**config.mk**
```make
export PLATFORM = sky130hd
export DESIGN_NAME = readout_sequencer
export DESIGN_NICKNAME = d
export VERILOG_FILES = /design/src/rtl/readout_sequencer.sv
export SDC_FILE = /design/constraint.sdc
export NUM_CORES = 1
export LEC_CHECK = 0
export ABC_AREA = 1
export BUFFER_PORTS_ARGS = -buffer_cell sky130_fd_sc_hd__buf_2
export CORE_MARGIN = 10
export CORE_UTILIZATION = 50
export DETAILED_ROUTE_END_ITERATION = 8
export GPL_ROUTABILITY_DRIVEN = 0
export GPL_TIMING_DRIVEN = 0
export PLACE_DENSITY_LB_ADDON = 0.3
export SLEW_MARGIN = 25
export SYNTH_ARGS = -nofsm -noshare
export SYNTH_HDL_FRONTEND = slang
export SYNTH_SLANG_ARGS = --single-unit
export TNS_END_PERCENT = 20
```
**constraint.sdc**
```tcl
create_clock -name clk -period 1.5 [get_ports clk]
set_input_delay 0.075 -clock clk [delete_from_list [all_inputs] [get_ports clk]]
set_output_delay 0.075 -clock clk [all_outputs]
set_load 0.005 [all_outputs]
```
**src/rtl/readout_sequencer.sv**
```systemverilog
module readout_sequencer #(
  parameter int COLS      = 312,
  parameter int ROWS      = 287,
  parameter int SENSE_CYC = 4,
  parameter int STORE_CYC = 2,
  localparam int CW = $clog2(COLS),
  localparam int RW = $clog2(ROWS + 1)
) (
  input  logic          clk,
  input  logic          rst,
  input  logic          pix_en,
  output logic [RW-1:0] row_sel,
  output logic [CW-1:0] col_sel,
  output logic          sense,
  output logic          store,
  output logic          line_valid,
  output logic          cal_a,
  output logic          cal_b,
  output logic          ref_row,
  output logic          field_end
);

  localparam int LONGEST = (SENSE_CYC > STORE_CYC) ? SENSE_CYC : STORE_CYC;
  localparam int PW = $clog2(LONGEST + 1);

  typedef enum logic [1:0] {PH_SENSE, PH_STORE, PH_SCAN} phase_t;

  phase_t        ph;
  logic [PW-1:0] cnt;

  assign sense      = (ph == PH_SENSE);
  assign store      = (ph == PH_STORE);
  assign line_valid = (ph == PH_SCAN);
  assign ref_row    = (row_sel == RW'(ROWS));

  always_ff @(posedge clk) begin
    if (rst) begin
      ph        <= PH_SENSE;
      cnt       <= '0;
      row_sel   <= '0;
      col_sel   <= '0;
      field_end <= 1'b0;
      cal_a     <= 1'b0;
      cal_b     <= 1'b1;
    end else begin
      field_end <= 1'b0;
      cal_a     <= ref_row && !cal_b;
      cal_b     <= !ref_row && !cal_a;
      unique case (ph)
        PH_SENSE:
          if (cnt == PW'(SENSE_CYC - 1)) begin
            cnt <= '0;
            ph  <= PH_STORE;
          end else cnt <= cnt + 1'b1;
        PH_STORE:
          if (cnt == PW'(STORE_CYC - 1)) begin
            cnt <= '0;
            ph  <= PH_SCAN;
          end else cnt <= cnt + 1'b1;
        PH_SCAN:
          if (pix_en) begin
            if (col_sel == CW'(COLS - 1)) begin
              col_sel <= '0;
              ph      <= PH_SENSE;
              if (ref_row) begin
                row_sel   <= '0;
                field_end <= 1'b1;
              end else row_sel <= row_sel + 1'b1;
            end else col_sel <= col_sel + 1'b1;
          end
        default: ph <= PH_SENSE;
      endcase
    end
  end

endmodule

```
; Word-level counts from Yosys, hierarchy flattened
; Cells that the tools add are included.
[word_totals]
ff_bits = 26
in_bits = 3
out_inout_bits = 25
elab_cells = 45
[op_classes]
addsub = 3
n_eq_ne = 10
muxes = 11
bitwise_logic = 3
reduce_logical = 11
[op_table]
columns = cell, count
row1 = 9-bit by 1-bit adder with 9-bit output (second input constant), 2
row2 = 9-bit equality test (second input constant), 2
row3 = 9-bit two-way mux, 2
row4 = 2-bit two-way mux, 4
row5 = 3-bit two-way mux, 2
row6 = 2-bit by 1-bit != test with 1-bit output (second input constant), 3
row7 = 2-bit one-hot mux with 3 select lines, 1
row8 = 3-bit one-hot mux with 2 select lines, 1
row9 = 4-bit AND reduction, 1
row10 = 4-bit OR reduction, 1
row11 = 3-bit by 1-bit adder with 3-bit output (second input constant), 1
row12 = 3-bit by 1-bit equality test with 1-bit output (second input constant), 1
row13 = 3-bit by 2-bit equality test with 1-bit output (second input constant), 1
row14 = 1-bit logical NOT, 3
row15 = 1-bit NOT, 3
row16 = 3-bit AND reduction, 1
row17 = 2-bit by 1-bit equality test with 1-bit output (second input constant), 1
row18 = 2-bit equality test (second input constant), 1
row19 = 1-bit logical AND, 2
row20 = 2-bit logical NOT, 1
row21 = 2-bit != test (second input constant), 1
row22 = 2-bit AND reduction, 1
row23 = 2-bit nonzero test, 1
row24 = 1-bit two-way mux, 1

; Depth between registers and ports, before layout
[depth]
depth_word = 4
depth_mapped = 9
ltp_nobuf = 9

; Least setup slack after synthesis
; No wires, ideal clock.
[synth_timing]
path_kind = register to register
startpoint = register col_sel[0]
endpoint = register row_sel[4]
setup_ns = 0.115
arrival_time_ns = 1.227
required_ns = 1.385
setup_slack_ns = 0.158
stages_incl_launch_ff = 8
n_path_buf = 0
path_cell_list = dfxtp_1 ha_1 nand2_1 nor2_2 nand3_4 nand2_4 o21ai_1 and2_1
[synth_between]
elab_chain_len = 2
[synth_rtl]
columns = element, line
row1 = from (decl), 13  ; output logic [CW-1:0] col_sel,
row2 = from (signal assigned), 69  ; end else col_sel <= col_sel + 1'b1;
row3 = 9-bit equality test, 62  ; if (col_sel == CW'(COLS - 1)) begin
row4 = 3-bit AND reduction (no line), -
row5 = to (signal assigned), 68  ; end else row_sel <= row_sel + 1'b1;
row6 = to (decl), 12  ; output logic [RW-1:0] row_sel,
; No other way between the ends.
; A chain may end at the register's enable or synchronous reset.

; Worst setup path in the final report
[layout_timing]
startpoint = register row_sel[0]
endpoint = register row_sel[4]
[layout_between]
elab_chain_len = 2
elab_cells_between_ends = 3
cone_classes = 1 x add/sub / 1 x eq/ne / 1 x mux
[layout_rtl]
columns = element, line
row1 = 9-bit by 1-bit adder with 9-bit output / 9-bit equality test (equally long branches), "68, 34"
row2 = 9-bit two-way mux *, 65  ; if (ref_row) begin
; Every way passes the cells marked *; elsewhere a longest branch is shown, timed or not.

==> reports/results.ini <==
[status]
status = finished, final reports clean

[floorplanning]
die_w_um = 73.6
io_pins = 28
start_util_pct = 52.1
row_count = 19
die_h_um = 73.6
core-area_um2 = 2760
die_area_um2 = 5420

[logic_synthesis]
synth_commonest_cells = nand2_1, inv_1, dfxtp_1, nor2_1, a21oi_1
yosys.area.top_type = dfxtp_1
async_reset_ff_share_pct = 0
synth_flop_cell = dfxtp_1
yosysMostFrequentCell = nand2_1
avgSynthCellArea_um2 = 6.75
synth.top_cell.area_share_pct = 36.2
synth-seq-cells = 26
synthTopCellsByArea = dfxtp_1, nand2_1, inv_1
synth_edf_count = 0
synth_cell_types = 27
netlist_instances = 213
yosysSeqAreaShare_pct = 36.2
syn_nets = 222
syn_area_um2 = 1440
yosysWarnings = 0

[sta]
timing.hold.ws_ns = 0.117
period_minus_slack_ns = 1.45
worst_slew_pin_slew_ns = 0.539
post-route-period-util_pct = 97.0
slew_viol_final = 0
setup_tns_ns = 0
hold_violations = 0
rsz0062_at_grt = yes
setup_viol_count_final = 0
skew_ns = 0.0195
fmax_ghz = 0.688
relSlewSlack_pct = 64.1

[clock_network]
tritoncts = built
cts_root_buf = clkbuf_4
clk_latency_ns = 0.33
clk_pin_slew_ns = 0.15
cts.sinks = 26
htree_levels = 1
cts.path.max_buffers = 2
cts_buffers = 3

[hold_path]
hp-class = input pin to flop

[drt]
wire_per_inst_um = 11.6
drtPass1Iterations = 4
drc = 0
ant_nets = 0
drt-total-wl_mm = 3.28
vias = 1383
drtIter0Drc = 82
vias_per_cell = 4.89

[setup_path]
crit_fanout = 2
cp.required_ns = 1.79
path_cells = ha_4, nand3_4, nor2_4, buf_4, buf_4, buf_4, buf_4, o21ai_1, and2_1
cp-start-kind = flop
cp_common_cell = buf_4
slowest_delay_ns = 0.38
slowest_stage = dfxtp_4
path_class = flop to flop
crit_arrival_ns = 1.74
cp-end-kind = flop

[cells_and_area]
diodes = 0
areaGrowthSynthToFinish_pct = 24.2
fin_cells = 283
final_util_pct = 64.7
drive_above_1_share_pct = 27.4
nFillCells = 260
nets = 262

[power]
netSwitchingPower_mw = 0.292
seqPwrFrac_pct = 54.9
ir_drop_mv = 0.577
p_leak_nw = 0.864
total_power_mw = 1.31
switching_share_pct = 22.3
intPower_mw = 1.02
power_frac_comb_pct = 8.3
powerDensity_nw_per_um2 = 732
power.share.clock_pct = 36.8

[global_routing]
grt_pass1_vias = 1258
antenna_found_initial = 0
grt.total_usage_pct = 12.4
grt_pass1_wl_mm = 5.50
grt.overflow.total = 0
grt_max_degree = 16

[placed_design]
dp_hpwl_mm = 2.34
io_buffers = 26
placedCellCount = 270

[run]
maxCapViolCount = 0

## worst max-delay path: cells and delay by family (launching register included)
kind,cells,cell delay [ns]
buffers and inverters,4,0.49
and+or+nand+nor,3,0.28
DFF,1,0.38
AOI/OAI and AO/OA,1,0.11
adders and majority gates,1,0.17
## final cells by class
cell class	instances	area [um2]	area share (%)
Inverter	31	119	6.66
Multi-Input combinational cell	153	831	46.5
Buffer	3	15.0	0.841
Timing Repair Buffer	35	198	11.1
Tap cell	31	38.8	2.17
Sequential cell	26	532	29.8
Clock inverter	1	30.0	1.68
Clock buffer	3	22.5	1.26
## power groups by stage
stage	clock network (mW)	registers, mW	logic [mW]
after CTS	0.494	0.719	0.110
after detailed placement	0	0.736	0.111
after floorplan	0	0.733	0.0818
after global placement	0	0.735	0.106
final	0.481	0.718	0.109
after global routing	0.512	0.722	0.128
## layout by cell type, fill, tap and decap left out, types with 5 or more instances in the layout
master | Yosys | layout
a21oi_1 | 14 | 14
buf_2 | 0 | 26
buf_4 | 1 | 10
dfxtp_1 | 26 | 19
dfxtp_2 | 0 | 6
ha_1 | 6 | 5
inv_1 | 28 | 28
nand2_1 | 65 | 64
nand3_1 | 9 | 8
nor2_1 | 26 | 24
nor2_4 | 4 | 6
o21ai_0 | 6 | 6
## logic make-up after synthesis
group | count (synthesis) | synth area share (%)
flops | 26 | 36.2
simple gates | 120 | 38.7
buf+inv | 34 | 9.31
fa+ha+maj | 6 | 5.22
xor+xnor | 4 | 2.44
compound gates | 23 | 8.09
## registers in the layout, summed over array words and instances, names as in the netlist
signal	count
cnt	3
field_end	1
cal_a	1
ph	2
col_sel	9
cal_b	1
row_sel	9
## routing by layer
metal | GRT usage (%) | vias to the layer above | routed length (um)
li1 | - | 735 | -
met1 | 15.1 | 616 | 1420
met2 | 20.4 | 30 | 1620
met3 | 4.44 | 2 | 228
met4 | 2.90 | 0 | 19
met5 | 0 | - | 0
## stage by stage
| step | cell area [um2] | setup WS, ns |
|---|---|---|
| after floorplan | 1440 | 0.158 |
| after CTS | 1750 | 0.0262 |
| final | 1790 | 0.0455 |
| after global placement | 1610 | 0.00227 |
| after detailed placement | 1610 | -0.0297 |
| after global routing | 1790 | -0.0161 |
## worst paths after layout
kind	slack, ns	startpoint	cells after the start	end
min	0.12	rst	2	ph[1]$_SDFFE_PP0P_
max reg2reg	0.05	row_sel[0]$_SDFFE_PP0P_	9	row_sel[4]$_SDFFE_PP0P_
max	0.05	row_sel[0]$_SDFFE_PP0P_	9	row_sel[4]$_SDFFE_PP0P_
min reg2reg	0.43	cal_b$_SDFF_PP1_	1	cal_a$_SDFF_PP0_
## timing repair
action / CTS / global route
setup endpoints to repair: 5 / 12
setup buffers: 8 / 2
gates resized for setup: 11 / 7
pin swaps: 3 / 2
hold buffers: 0 / 0
(Power assumes the default switching activity.)
